## src/rtl/nse_pkg.sv

```systemverilog
package nse_pkg;

   typedef enum logic [1:0] {
      ST_IDLE = 2'd0,
      ST_CMD  = 2'd1,
      ST_POLL = 2'd2,
      ST_RST  = 2'd3
   } nse_state_e;

   localparam int         CMD_STEPS  = 6;
   localparam int         STEP_W     = 3;
   localparam int         OFF_W      = 12;
   localparam logic [OFF_W-1:0] OFF_MAIN = 12'h555;
   localparam logic [OFF_W-1:0] OFF_ALT  = 12'h2AA;
   localparam logic [7:0] BYTE_RESET = 8'hF0;

   // word offset of a command step (relative to the sector base)
   function automatic logic [OFF_W-1:0] step_offset(input logic [STEP_W-1:0] step);
      case (step)
         3'd1, 3'd4: step_offset = OFF_ALT;
         default:    step_offset = OFF_MAIN;
      endcase
   endfunction

   // command byte of a step
   function automatic logic [7:0] step_byte(input logic [STEP_W-1:0] step);
      case (step)
         3'd0, 3'd3: step_byte = 8'hAA;
         3'd1, 3'd4: step_byte = 8'h55;
         3'd2:       step_byte = 8'h80;
         default:    step_byte = 8'h30;
      endcase
   endfunction

endpackage

```

## src/rtl/nse_lane_fill.sv

```systemverilog
module nse_lane_fill #(
   parameter int DATA_W = 16,
   parameter int LANES  = 2
) (
   input  logic [7:0]        byte_i,
   output logic [DATA_W-1:0] word_o
);
   localparam int LW = DATA_W / LANES;

   for (genvar k = 0; k < LANES; k++) begin : g_lane
      if (LW > 8) begin : g_wide
         assign word_o[k*LW +: LW] = {{(LW-8){1'b0}}, byte_i};
      end else begin : g_byte
         assign word_o[k*LW +: LW] = byte_i;
      end
   end
endmodule

```

## src/rtl/nse_status_eval.sv

```systemverilog
module nse_status_eval #(
   parameter int DATA_W = 16,
   parameter int LANES  = 2
) (
   input  logic [DATA_W-1:0] rdata_i,
   output logic              all_ready_o,
   output logic              fault_o
);
   localparam int LW = DATA_W / LANES;

   logic [LANES-1:0] ready_v;
   logic [LANES-1:0] fault_v;

   for (genvar k = 0; k < LANES; k++) begin : g_lane
      // bit 7 of the lane: operation finished
      assign ready_v[k] = rdata_i[k*LW + 7];
      // bit 5 only matters while the lane is still working
      assign fault_v[k] = ~rdata_i[k*LW + 7] & rdata_i[k*LW + 5];
   end

   assign all_ready_o = &ready_v;
   assign fault_o     = |fault_v;

   logic unused_rdata;
   assign unused_rdata = ^rdata_i;
endmodule

```

## src/rtl/nse_poll_budget.sv

```systemverilog
module nse_poll_budget #(
   parameter int BUDGET_W = 16
) (
   input  logic                clk,
   input  logic                rst_n,
   input  logic                load_i,
   input  logic [BUDGET_W-1:0] budget_i,
   input  logic                consume_i,
   output logic                last_o
);
   logic [BUDGET_W-1:0] remain_q;

   always_ff @(posedge clk or negedge rst_n) begin
      if (!rst_n) begin
         remain_q <= '0;
      end else if (load_i) begin
         remain_q <= (budget_i == '0) ? BUDGET_W'(1) : budget_i;
      end else if (consume_i && remain_q != '0) begin
         remain_q <= remain_q - BUDGET_W'(1);
      end
   end

   // the read now in flight is the final one allowed
   assign last_o = (remain_q <= BUDGET_W'(1));
endmodule

```

## src/rtl/nor_sector_eraser.sv

```systemverilog
module nor_sector_eraser
   import nse_pkg::*;
#(
   parameter int DATA_W   = 16,
   parameter int LANES    = 2,
   parameter int ADDR_W   = 24,
   parameter int BUDGET_W = 16
) (
   input  logic                clk,
   input  logic                rst_n,
   input  logic                start_i,
   input  logic [ADDR_W-1:0]   sector_base_i,
   input  logic [BUDGET_W-1:0] poll_budget_i,
   output logic                busy_o,
   output logic                done_o,
   output logic                timeout_o,
   output logic                error_o,
   output logic                bus_req_o,
   output logic                bus_we_o,
   output logic [ADDR_W-1:0]   bus_addr_o,
   output logic [DATA_W-1:0]   bus_wdata_o,
   input  logic                bus_ack_i,
   input  logic [DATA_W-1:0]   bus_rdata_i
);
   localparam int LW = DATA_W / LANES;

   // elaboration-time parameter checks
   if (LANES < 1) begin : g_chk_lanes
      $error("LANES must be at least 1");
   end
   if (DATA_W % LANES != 0) begin : g_chk_div
      $error("DATA_W must divide evenly into LANES");
   end
   if (LW < 8) begin : g_chk_lw
      $error("each lane needs at least 8 bits");
   end
   if (ADDR_W < OFF_W) begin : g_chk_addr
      $error("ADDR_W too small for command offsets");
   end
   if (BUDGET_W < 1) begin : g_chk_budget
      $error("BUDGET_W must be at least 1");
   end

   nse_state_e          state_q;
   logic [STEP_W-1:0]   step_q;
   logic [ADDR_W-1:0]   base_q;
   logic                done_q, timeout_q, error_q;

   logic                accept;
   logic                all_ready, fault, last_read;
   logic                poll_ack;
   logic [7:0]          cmd_byte;
   logic [OFF_W-1:0]    cmd_off;

   assign accept   = start_i && (state_q == ST_IDLE);
   assign poll_ack = (state_q == ST_POLL) && bus_ack_i;

   nse_status_eval #(.DATA_W(DATA_W), .LANES(LANES)) i_eval (
      .rdata_i     (bus_rdata_i),
      .all_ready_o (all_ready),
      .fault_o     (fault)
   );

   nse_poll_budget #(.BUDGET_W(BUDGET_W)) i_budget (
      .clk       (clk),
      .rst_n     (rst_n),
      .load_i    (accept),
      .budget_i  (poll_budget_i),
      .consume_i (poll_ack),
      .last_o    (last_read)
   );

   always_ff @(posedge clk or negedge rst_n) begin
      if (!rst_n) begin
         state_q   <= ST_IDLE;
         step_q    <= '0;
         base_q    <= '0;
         done_q    <= 1'b0;
         timeout_q <= 1'b0;
         error_q   <= 1'b0;
      end else begin
         case (state_q)
            ST_IDLE: begin
               if (start_i) begin
                  base_q    <= sector_base_i;
                  step_q    <= '0;
                  done_q    <= 1'b0;
                  timeout_q <= 1'b0;
                  error_q   <= 1'b0;
                  state_q   <= ST_CMD;
               end
            end
            ST_CMD: begin
               if (bus_ack_i) begin
                  if (step_q == STEP_W'(CMD_STEPS - 1)) begin
                     state_q <= ST_POLL;
                  end else begin
                     step_q <= step_q + STEP_W'(1);
                  end
               end
            end
            ST_POLL: begin
               if (bus_ack_i) begin
                  if (all_ready) begin
                     done_q  <= 1'b1;
                     state_q <= ST_IDLE;
                  end else if (fault) begin
                     state_q <= ST_RST;
                  end else if (last_read) begin
                     timeout_q <= 1'b1;
                     state_q   <= ST_IDLE;
                  end
               end
            end
            ST_RST: begin
               if (bus_ack_i) begin
                  error_q <= 1'b1;
                  state_q <= ST_IDLE;
               end
            end
            default: state_q <= ST_IDLE;
         endcase
      end
   end

   always_comb begin
      if (state_q == ST_CMD) begin
         cmd_off  = step_offset(step_q);
         cmd_byte = step_byte(step_q);
      end else begin
         cmd_off  = OFF_MAIN;
         cmd_byte = BYTE_RESET;
      end
   end

   nse_lane_fill #(.DATA_W(DATA_W), .LANES(LANES)) i_fill (
      .byte_i (cmd_byte),
      .word_o (bus_wdata_o)
   );

   assign bus_req_o  = (state_q != ST_IDLE);
   assign bus_we_o   = (state_q == ST_CMD) || (state_q == ST_RST);
   assign bus_addr_o = base_q + ADDR_W'(cmd_off);

   assign busy_o    = (state_q != ST_IDLE);
   assign done_o    = done_q;
   assign timeout_o = timeout_q;
   assign error_o   = error_q;
endmodule

```

## config.mk

```make
export PLATFORM = sky130hd
export DESIGN_NAME = nor_sector_eraser
export DESIGN_NICKNAME = d
export VERILOG_FILES = /design/src/rtl/nse_pkg.sv /design/src/rtl/nse_lane_fill.sv /design/src/rtl/nse_status_eval.sv /design/src/rtl/nse_poll_budget.sv /design/src/rtl/nor_sector_eraser.sv
export SDC_FILE = /design/constraint.sdc
export NUM_CORES = 1
export LEC_CHECK = 0
export BUFFER_PORTS_ARGS = -buffer_cell sky130_fd_sc_hd__buf_2
export CAP_MARGIN = 20
export CORE_MARGIN = 4
export CORE_UTILIZATION = 45
export DETAILED_ROUTE_END_ITERATION = 16
export PLACE_DENSITY = 0.72
export SLEW_MARGIN = 20
export SYNTH_ARGS = -nofsm -noshare
export SYNTH_HDL_FRONTEND = slang
export SYNTH_SLANG_ARGS = --single-unit
```

## constraint.sdc

```tcl
create_clock -name clk -period 6.1 [get_ports clk]
set_input_delay 0.915 -clock clk [delete_from_list [all_inputs] [get_ports clk]]
set_output_delay 0.915 -clock clk [all_outputs]
set_load 0.01 [all_outputs]
```

==> results_dict.tcl <==
set metrics [dict create \
    relSlewSlack_pct 46.2 \
    report.final.slew_viol_count 0 \
    num_io_pins 106 \
    dieArea_um2 9070 \
    antenna_found_initial 0 \
    finalSetupViolations 0 \
    layout.cells.most_common "nand2_1" \
    num_antenna_cells 0 \
    dr_total_vias 3252 \
    drc 0 \
    synth_area_um2 3420 \
    hold_viol 0 \
    cts_max_level 2 \
    critPathTopFamily "compound AO/OA/AOI/OAI gates" \
    synth.avg_cell_area_um2 7.93 \
    crit_path_top_delay_cell "a211oi_2" \
    synthArstFlopShare_pct 100 \
    grt.total_usage_pct 19.1 \
    final_cell_mix "111 x nand2_1, 93 x buf_2, 48 x dfrtp_1" \
    ant_nets 0 \
    initial_utilization_pct 46.7 \
    port_buffers 93 \
    cpMostUsedCell "ha_1" \
    finClkSkew_ns 0.00814 \
    critical-path-max-stage-delay_ns 0.59 \
    insertion_delay_ns 0.30 \
    hold_path.class "reg2reg" \
    finalCriticalPeriod_ns 5.11 \
    rsz0062_at_grt "false" \
    required_ns 5.18 \
    cp-start-kind "register" \
    drtPass1Iterations 4 \
    core_region_area_um2 7330 \
    cts_inserted_buffers 5 \
    overflow 0 \
    cts_root_buf "clkbuf_8" \
    wl_per_cell_um 14.2 \
    dp.cells 594 \
    drt_wl_total_mm 8.53 \
    nets 577 \
    grt_pass1_vias 3064 \
    irDropWorstVdd_uv 255 \
    max_freq_mhz 196 \
    drive_above_1_share_pct 23.3 \
    cellPowerDensity_nw_per_um2 668 \
    worstSetupPathType "reg2out" \
    syn-num-nets 507 \
    drv_cap 0 \
    hold_buffers 0 \
    critPathBufInv 3 \
    num_rows 31 \
    gp_congestion 0.863 \
    dp.final_hpwl_mm 6.26 \
    ys_warn_count 0 \
    cellLeakagePower_nw 1.94 \
    grt_pass1_wl_mm 14.0 \
    fill_cells 704 \
    status "finished clean" \
    syn_to_final_growth_pct 16.0 \
    path_clk_slew_ns 0.09 \
    clkSinkCount 48 \
    dieHeight_um 95.2 \
    grt_max_degree 49 \
    cts_tree "yes" \
    drtIter0Drc 126 \
    clk_path_buf_depth 2 \
    post_cts_buffers 0 \
    finalCritPeriodShare_pct 83.8 \
    tns_ns 0 \
    cp_cell_sequence "inv_1, ha_1, mux2i_2, nor2_4, inv_2, ha_1, a21oi_1, o31ai_1, a31oi_1, o311ai_1, a211oi_2, nor3b_1, xor2_1, buf_2" \
    end_kind "output port" \
    crit_arrival_ns 4.20 \
    cts_resized 0 \
    ys_seq_area_share_pct 35.1 \
    tightest_slew_ns 0.806 \
    yosys_register_bits 48 \
    critPathMaxFanout 18 \
    synthCells 432 \
    dpl-instance-area_um2 3860 \
    dieWidth_um 95.2 \
    final_cell_area_um2 3970 \
    synth_edf_count 0 \
    stdcell_count 602 \
    via_per_inst 5.40 \
    ys.flop_type "dfrtp_1" \
    post_synth_num_cell_types 59 \
]
## synth_stat cells (10+ instances only)
cell | n | area (um^2)
a21oi_1 | 29 | 145
buf_4 | 13 | 97.6
clkbuf_1 | 16 | 60.1
dfrtp_1 | 48 | 1200
ha_1 | 15 | 188
inv_1 | 10 | 37.5
nand2_1 | 111 | 417
nand3_1 | 10 | 50.1
nor2_1 | 23 | 86.3
nor3_1 | 12 | 60.1
o21ai_0 | 21 | 105
xnor2_1 | 12 | 105
xor2_1 | 18 | 158
## metrics by stage
stage               hold slack, ns  setup WS (ns)  total power, mW  utilization [%]
floorplan                    0.452           2.02             1.95                -
global placement             0.465           1.46             2.38             52.7
detailed placement           0.478           1.36             2.43             52.7
CTS                          0.501           1.01             2.67             54.2
global route                 0.527          0.641             2.91             54.2
finish                       0.497          0.986             2.65             54.2
## cell families after synthesis
logic type	synth area share [%]
buffers and inverters	6.28
AOI/OAI and AO/OA	17.6
xor gates and xnor gates	7.67
DFF	35.1
and+or+nand+nor	26.2
adders and majority gates	5.77
muxes	1.32
## worst register-to-register path: stages (launching register included)
cell and delay, ns:
dfrtp_1 0.49, nand2b_1 0.22, nor2_2 0.62, buf_4 0.40, and2_1 0.43, nand2_1 0.16
a21oi_1 0.19, nor2_1 0.06, a21oi_1 0.14
## path summary, 6_finish.rpt
path,start,to,slack (ns),depth (start not counted)
worst max-delay path,step_q[0],bus_addr_o[21],0.99,14
worst min-delay path,base_q[10],base_q[10],0.50,2
worst max register to register,state_q[1],i_budget.remain_q[4],3.31,8
worst min register to register,base_q[10],base_q[10],0.50,2
max in group asynchronous,rst_n,base_q[0],4.97,2
min in group asynchronous,rst_n,done_o,0.72,2
## flip-flops by register name, summed over array words and instances (netlist names)
signal,count
base_q,24
i_budget.remain_q,16
step_q,3
state_q,2
done_o,1
error_o,1
timeout_o,1
## where the power goes
| group | leakage [nW] | switching [mW] | internal, mW | total, mW |
|---|---|---|---|---|
| logic | 1.28 | 1.05 | 0.743 | 1.79 |
| clock network | 0.0552 | 0.109 | 0.122 | 0.231 |
| registers | 0.608 | 0.175 | 0.459 | 0.634 |
| total | 1.94 | 1.33 | 1.32 | 2.65 |
## cell type report
cell class,count,area [um^2],share of cell area [%]
clock buffers,6,72.6,1.83
multi-input cells,340,2010,50.6
flip-flops and latches,48,1200,30.2
repair buffers,96,488,12.3
inverters,11,41.3,1.04
well taps,99,124,3.12
clock inverters,2,35.0,0.882
## metal layers
| layer | part of all wire [%] | GRT usage (%) |
|---|---|---|
| met5 | 0 | 0 |
| met4 | 1.6 | 6.97 |
| met3 | 4.6 | 1.97 |
| met2 | 48 | 31.8 |
| met1 | 46 | 25.7 |
Note: power is estimated with default switching activity, not from simulation.
